### src/rtl/pldm_pkg.sv
package pldm_pkg;
    localparam int NUM_GCLK = 2;
    localparam int GSEL_W   = (NUM_GCLK > 1) ? $clog2(NUM_GCLK) : 1;

    typedef enum logic [1:0] {
        MODE_COMB  = 2'b00,
        MODE_DFF   = 2'b01,
        MODE_TFF   = 2'b10,
        MODE_LATCH = 2'b11
    } pldm_mode_e;

    typedef struct packed {
        logic state;
    } store_s;

    typedef struct packed {
        logic [NUM_GCLK-1:0] prev;
    } edge_s;
endpackage

### src/rtl/pldm_gclk_edge.sv
module pldm_gclk_edge
    import pldm_pkg::*;
(
    input  logic                clk,
    input  logic                rst_n,
    input  logic [NUM_GCLK-1:0] gclk_i,
    output logic [NUM_GCLK-1:0] rise_o
);
    edge_s st_d, st_q;

    always_comb begin
        st_d      = st_q;
        st_d.prev = gclk_i;
    end

    always_ff @(posedge clk or negedge rst_n) begin
        if (!rst_n) st_q <= '0;
        else        st_q <= st_d;
    end

    // one rise detector per global clock
    for (genvar g = 0; g < NUM_GCLK; g++) begin : g_rise
        assign rise_o[g] = gclk_i[g] & ~st_q.prev[g];
    end
endmodule

### src/rtl/pldm_store.sv
module pldm_store
    import pldm_pkg::*;
(
    input  logic       clk,
    input  logic       rst_n,
    input  pldm_mode_e mode_i,
    input  logic       inv_i,
    input  logic       d_i,
    input  logic       en_i,
    input  logic       rise_i,
    input  logic       clr_i,
    input  logic       set_i,
    output logic       state_o,
    output logic       out_o
);
    store_s st_d, st_q;
    logic   d_pol;

    always_comb begin
        d_pol = d_i ^ inv_i;
        st_d  = st_q;
        if (clr_i) begin
            st_d.state = 1'b0;
        end else if (set_i) begin
            st_d.state = 1'b1;
        end else begin
            unique case (mode_i)
                MODE_DFF:   if (rise_i) st_d.state = d_pol;
                MODE_TFF:   if (rise_i) st_d.state = st_q.state ^ d_pol;
                MODE_LATCH: if (en_i)   st_d.state = d_pol;
                default:    ;
            endcase
        end
    end

    always_ff @(posedge clk or negedge rst_n) begin
        if (!rst_n) st_q <= '0;
        else        st_q <= st_d;
    end

    always_comb begin
        if (mode_i == MODE_COMB)
            out_o = d_pol;
        else if (mode_i == MODE_LATCH && en_i && !clr_i && !set_i)
            out_o = d_pol;
        else
            out_o = st_q.state;
    end

    assign state_o = st_q.state;
endmodule

### src/rtl/pldm_pair.sv
module pldm_pair
    import pldm_pkg::*;
(
    input  logic                clk,
    input  logic                rst_n,
    input  logic [NUM_GCLK-1:0] gclk_i,
    input  logic [1:0]          pin_mode_i,
    input  logic                pin_inv_i,
    input  logic [GSEL_W-1:0]   pin_gsel_i,
    input  logic                pin_sop_i,
    input  logic                pin_clr_i,
    input  logic                pin_set_i,
    input  logic                pin_oe_i,
    input  logic [1:0]          bur_mode_i,
    input  logic                bur_inv_i,
    input  logic [GSEL_W-1:0]   bur_gsel_i,
    input  logic                bur_sop_i,
    input  logic                bur_clr_i,
    input  logic                bur_set_i,
    input  logic                bur_capture_i,
    input  logic                pad_i,
    output logic                pad_o,
    output logic                pad_oe_o,
    output logic                pin_fb_o,
    output logic                bur_fb_o
);
    logic [NUM_GCLK-1:0] rise;
    pldm_mode_e          bur_mode;
    logic                bur_data;
    logic                pin_out;
    logic                pin_state;
    logic                bur_state;

    pldm_gclk_edge u_edge (
        .clk    (clk),
        .rst_n  (rst_n),
        .gclk_i (gclk_i),
        .rise_o (rise)
    );

    // capture turns the buried cell into a D register or latch fed by the pad
    always_comb begin
        bur_data = bur_capture_i ? pad_i : bur_sop_i;
        bur_mode = pldm_mode_e'(bur_mode_i);
        if (bur_capture_i && bur_mode != MODE_LATCH)
            bur_mode = MODE_DFF;
    end

    pldm_store u_pin (
        .clk     (clk),
        .rst_n   (rst_n),
        .mode_i  (pldm_mode_e'(pin_mode_i)),
        .inv_i   (pin_inv_i),
        .d_i     (pin_sop_i),
        .en_i    (gclk_i[pin_gsel_i]),
        .rise_i  (rise[pin_gsel_i]),
        .clr_i   (pin_clr_i),
        .set_i   (pin_set_i),
        .state_o (pin_state),
        .out_o   (pin_out)
    );

    pldm_store u_bur (
        .clk     (clk),
        .rst_n   (rst_n),
        .mode_i  (bur_mode),
        .inv_i   (bur_inv_i),
        .d_i     (bur_data),
        .en_i    (gclk_i[bur_gsel_i]),
        .rise_i  (rise[bur_gsel_i]),
        .clr_i   (bur_clr_i),
        .set_i   (bur_set_i),
        .state_o (bur_state),
        .out_o   (bur_fb_o)
    );

    assign pad_o    = pin_out;
    assign pad_oe_o = pin_oe_i;
    assign pin_fb_o = pin_out;

    logic unused_state;
    assign unused_state = pin_state ^ bur_state;
endmodule

### config.mk
export PLATFORM = sky130hd
export DESIGN_NAME = pldm_pair
export DESIGN_NICKNAME = d
export VERILOG_FILES = /design/src/rtl/pldm_pkg.sv /design/src/rtl/pldm_gclk_edge.sv /design/src/rtl/pldm_store.sv /design/src/rtl/pldm_pair.sv
export SDC_FILE = /design/constraint.sdc
export NUM_CORES = 1
export LEC_CHECK = 0
export ABC_AREA = 1
export BUFFER_PORTS_ARGS = -buffer_cell sky130_fd_sc_hd__buf_4
export CORE_MARGIN = 2
export CORE_UTILIZATION = 30
export DETAILED_ROUTE_END_ITERATION = 16
export GPL_ROUTABILITY_DRIVEN = 0
export SYNTH_ARGS = -nofsm -noshare
export SYNTH_HDL_FRONTEND = slang
export SYNTH_HIERARCHICAL = 1
export SYNTH_SLANG_ARGS = --single-unit
### constraint.sdc
create_clock -name clk -period 0.9 [get_ports clk]
set_input_delay 0.09 -clock clk [delete_from_list [all_inputs] [get_ports clk]]
set_output_delay 0.09 -clock clk [all_outputs]
set_load 0.005 [all_outputs]
[Yosys cells after proc, flatten, opt, wreduce, memory -nomap -nowiden]
Cells that the tools add are included.
Widths: inputs -> output; s select.
Word-level totals
  register bits after elaboration: 4
  bits of input ports: 21
  logic and storage cells: 69
Operators by class
  bitwise operators: 8
  mux-type cells: 26
  $lt $le $gt $ge: 2
  reductions and logical operators: 17
  equal/unequal tests: 13
Operators with widths (count)
  $ne 4x3->1 const B: 6
  $mux 1: 23
  $reduce_bool 5->1: 2
  $eq 2x2->1 const B: 4
  $reduce_and 4->1: 2
  $logic_and 1x1->1: 7
  $pmux 1 s3: 2
  $eq 2x1->1 const B: 2
  $logic_not 1->1: 4
  $logic_not 2->1: 2
  $lt 1x2->1 const B: 2
  $xor 1x1->1: 4
  $and 1x1->1: 2
  $mux 2: 1
  $ne 2x2->1 const B: 1
  $not 1->1: 2

[Logic depth before layout (Yosys ltp)]
  depth in word-level cells: 9
  gate-level depth with buffers: 11
  depth with buffers taken out: 11

[By module]
The synthesis kept the hierarchy.
By module, submodules not included
  pldm_store: area each 171.4 um^2, sequential area each 25.0 um^2, cells an instance 36, times used 2
  pldm_pair: area each 93.8 um^2, sequential area each 0.0 um^2, cells an instance 21, times used 1
  pldm_gclk_edge: area each 70.1 um^2, sequential area each 50.0 um^2, cells an instance 6, times used 1

[Worst setup path before layout]
No wires, ideal clock.
  path kind: reg-to-reg
  start: register u_edge/st_q[0] in the netlist's numbering
  end: register u_bur.st_q (netlist: u_bur/state_o)
  setup time: 0.065 ns
  period minus slack after synthesis: 0.969 ns
  setup slack: -0.069 ns
  cell stages (with the launch flop): 10
  data arrival time: 0.904 ns
  data required time: 0.835 ns
  cell sequence: dfrtp_1 > nor2_2 > inv_1 > o21ai_1 > nor2_1 > nand2_1 > nand2_1 > nor2_1 > nand2_1 > nand2_1
Between the ends
  word-level cells in the longest chain between the ends: 6
  elaborated cells between the ends (all ways): 7
  classes of those cells: eq/ne: 2; mux: 2; bitwise: 2; reduce/logical: 1
Ends and longest elaborated chain
  start, declared: RTL line pldm_gclk_edge.sv:9  | edge_s st_d, st_q;
  start signal, assigned: RTL line pldm_gclk_edge.sv:18  | else st_q <= st_d;
  $not 1->1 (*): RTL line pldm_gclk_edge.sv:23  | assign rise_o[g] = gclk_i[g] & ~st_q.prev[g];
  $and 1x1->1 (*): RTL line pldm_gclk_edge.sv:23
  via rise[0]: RTL line pldm_pair.sv:27  | logic [NUM_GCLK-1:0] rise;
  $mux 1 (implied by the code) (*) (2 in a row): RTL line pldm_pair.sv:70  | .rise_i (rise[bur_gsel_i]),
  $ne 4x3->1 (no line)
  $reduce_and 4->1 (no line) (*)
  end signal, assigned: RTL line pldm_store.sv:38  | else st_q <= st_d;
  end, declared: RTL line pldm_store.sv:16  | store_s st_d, st_q;
The timed path passes the listed nets; every way through them passes the cells marked *. The select of a mux whose other input is x is not followed.
A chain may end at the register's enable or synchronous reset.

[Worst setup path after layout]
  start: register u_edge/st_q[0] in the netlist's numbering
  end: register u_pin.st_q (netlist: u_pin/state_o)
Between the ends
  word-level cells in the longest chain between the ends: 6
  elaborated cells between the ends (all ways): 7
  classes of those cells: eq/ne: 2; mux: 2; bitwise: 2; reduce/logical: 1
Ends and longest elaborated chain
  $not 1->1 (*): RTL line pldm_gclk_edge.sv:23
  $and 1x1->1 (*): RTL line pldm_gclk_edge.sv:23
  via rise[0]: RTL line pldm_pair.sv:27
  $mux 1 (implied by the code) (*) (2 in a row): RTL line pldm_pair.sv:56  | .rise_i (rise[pin_gsel_i]),
  $ne 4x3->1 (no line)
  $reduce_and 4->1 (no line) (*)
  end signal, assigned: RTL line pldm_store.sv:38
  end, declared: RTL line pldm_store.sv:16
Marked as above.

==> results.md <==
- Status: finished with violations
- Failing checks: setup timing
- Clock skew: 0.769 ps
- Flop2flop setup slack: -120 ps
- DR iter-0 viols: 12
- Worst Path Max Fanout: 2
- Most frequent cells in the layout: nand2_1, buf_4, inv_1
- Syn nets: 120
- Arrival time worst endpoint: 1200 ps
- Routed met2 length: 673 um
- Row cnt: 14
- Top post-synthesis cells by area: nand2_1, dfrtp_1, inv_1
- Antenna fix cells: 0
- Slew margin rel.: 0.845
- Hold Crit Class: input port to flop
- Starting Density: 0.329
- Post-Syn Area: 507 sq um
- Die W: 45.1 um
- Cell family with most CP delay: simple AND/OR/NAND/NOR gates
- Post-layout util: 0.586
- Post-synth top area share: 0.296
- Vias in the first global route: 513
- Unrepaired setup endpoints after global routing: yes
- CP dominant cell by count: nand2_1
- Slowest cell on crit path: dfrtp_1
- Startpoint Class: flop
- Io pins: 25
- Via count: 659
- GRT Overall Usage: 0.133
- DPL Wire Length: 983 um
- Routed wl met3: 45 um
- Htree depth: 1
- WP buf/inv: 1
- Crit path capture type: flop
- Clock-pin slew on the worst setup and hold paths: 40 ps
- Yosys reg bits: 4
- Tmin final: 1020 ps
- Syn. warnings: 6
- Period Utilization, post-route: 1.14
- Overflow after GRT: 0
- Synth unique cells: 12
- Worst Path Class, Setup: flop to flop
- Core Area: 1540 sq um
- Synth Instances: 99
- Total CTS buffers: 3
- Via density: 4.31
- Critical Path RT: 1070 ps
- Area growth from synthesis to layout: 78.3%
- Syn_area_per_cell: 5.12 sq um
- Max_cap viols: 0
- CTS Root Cell: clkbuf_4
- Worst-path cell chain: nor2_2 > inv_2 > o21ai_1 > nor2_1 > nand2_1 > nand2_2 > nor2_1 > nand2_1 > nand2_1
- CTS tree: done
- DR top layer: met3
- Worst-margin pin slew: 232 ps
- Final setup violation count: 5
- Cell leakage power: 0.544 nW
- DRC Markers: 0
- Final hold violation count: 0
- Slew Limit Fails: 0
- Routed Antenna Nets: 0
- Sequential element share of the synthesized area: 0.198
- Most common cell after layout, fill and taps aside: nand2_1
- Peak VDD IR: 0.000599 V
- First-pass DRT Iterations: 4
- Die area: 2030 sq um
- First-pass GRT wire length: 1.99 mm
- Clk sink count: 4
- Post-synth top area cell: nand2_1
- Port bufs: 22
- Pwr dens: 924 nW/um^2
- Slowest stage delay, CP: 360 ps
- Share of layout cells above drive strength 1: 0.438
- Fmax: 978 MHz
- Min setup slack post-route: -122 ps
- Post-layout instance area: 903 sq um
- Clock Latency Late Sink: 240 ps
- Wl on met1: 618 um
- Fin nets: 160
- Initial antenna violation count: 0
- Post-placement cell area: 737 sq um
- Clock Tree Buf Depth: 2
- Die Span Y: 45.1 um
- Largest net degree at the start of global routing: 6
- Per-cell routed wire length: 8.74 um
- Routed wire length: 1.34 mm
## state kept, by name, summed over array words and instances, names as in the netlist
| signal | flops |
|---|---|
| u_pin/state_o | 1 |
| u_edge/st_q | 2 |
| u_bur/state_o | 1 |
## metrics by stage
step	TNS, ps	hold slack [ps]	power [W]	std cells	setup slack (ps)
after CTS	-510	46.9	0.000814	152	-124
after global placement	-977	-109	0.000510	143	-268
final	-439	55.9	0.000835	153	-122
after floorplan	-124	-206	0.000360	99	-62.0
after global routing	-866	55.7	0.000905	153	-217
after detailed placement	-1060	-109	0.000513	143	-298
## power breakdown
group          switching, W  internal (W)  total, W
logic              0.000181      0.000216  0.000398
registers        0.00000813      0.000197  0.000205
clock network     0.0000820      0.000150  0.000232
## Yosys cell counts
library cell,count
o21ai_1,5
xnor2_1,2
o21ai_0,4
a21oi_1,1
nor2_2,2
xor2_1,2
nand2_1,40
nand3_1,4
inv_1,23
dfrtp_1,4
nor2_1,10
buf_4,2
## cells by family after synthesis
family          count (synthesis)  share of synthesized area
xor+xnor                        4                     0.0691
flops                           4                      0.198
buf+inv                        25                      0.200
simple gates                   56                      0.435
compound gates                 10                     0.0987
## worst paths after layout
kind | start | cells past startpoint | endpoint
max in group asynchronous | rst_n | 2 | u_bur/state_o
min reg2reg | u_bur/state_o | 3 | u_bur/state_o
min | gclk_i[0] | 2 | u_edge/st_q[0]
min in group asynchronous | rst_n | 2 | u_pin/state_o
max reg2reg | u_edge/st_q[0] | 9 | u_pin/state_o
max | u_edge/st_q[0] | 9 | u_pin/state_o
## cell type report
cell class / instances / area [sq um]
fillers: 149 / 638
well taps: 16 / 20.0
flip-flops and latches: 4 / 100
multi-input cells: 70 / 364
inverters: 23 / 91.3
repair buffers: 37 / 305
clock buffers: 3 / 22.5
## metal layers
metal  GRT usage  vias to the layer above
met5           0                        -
met1       0.187                      279
met4      0.0706                        0
met3      0.0120                        0
li1            -                      370
met2       0.200                       10
## timing repair
item | CTS | global route
setup buffers | 4 | 1
hold buffers | 2 | 0
pin swaps | 8 | 12
hold endpoints to repair | 5 | 0
resized for setup | 12 | 22
endpoints found under the setup margin | 5 | 5
No activity file was read; power rests on OpenSTA's default activity.
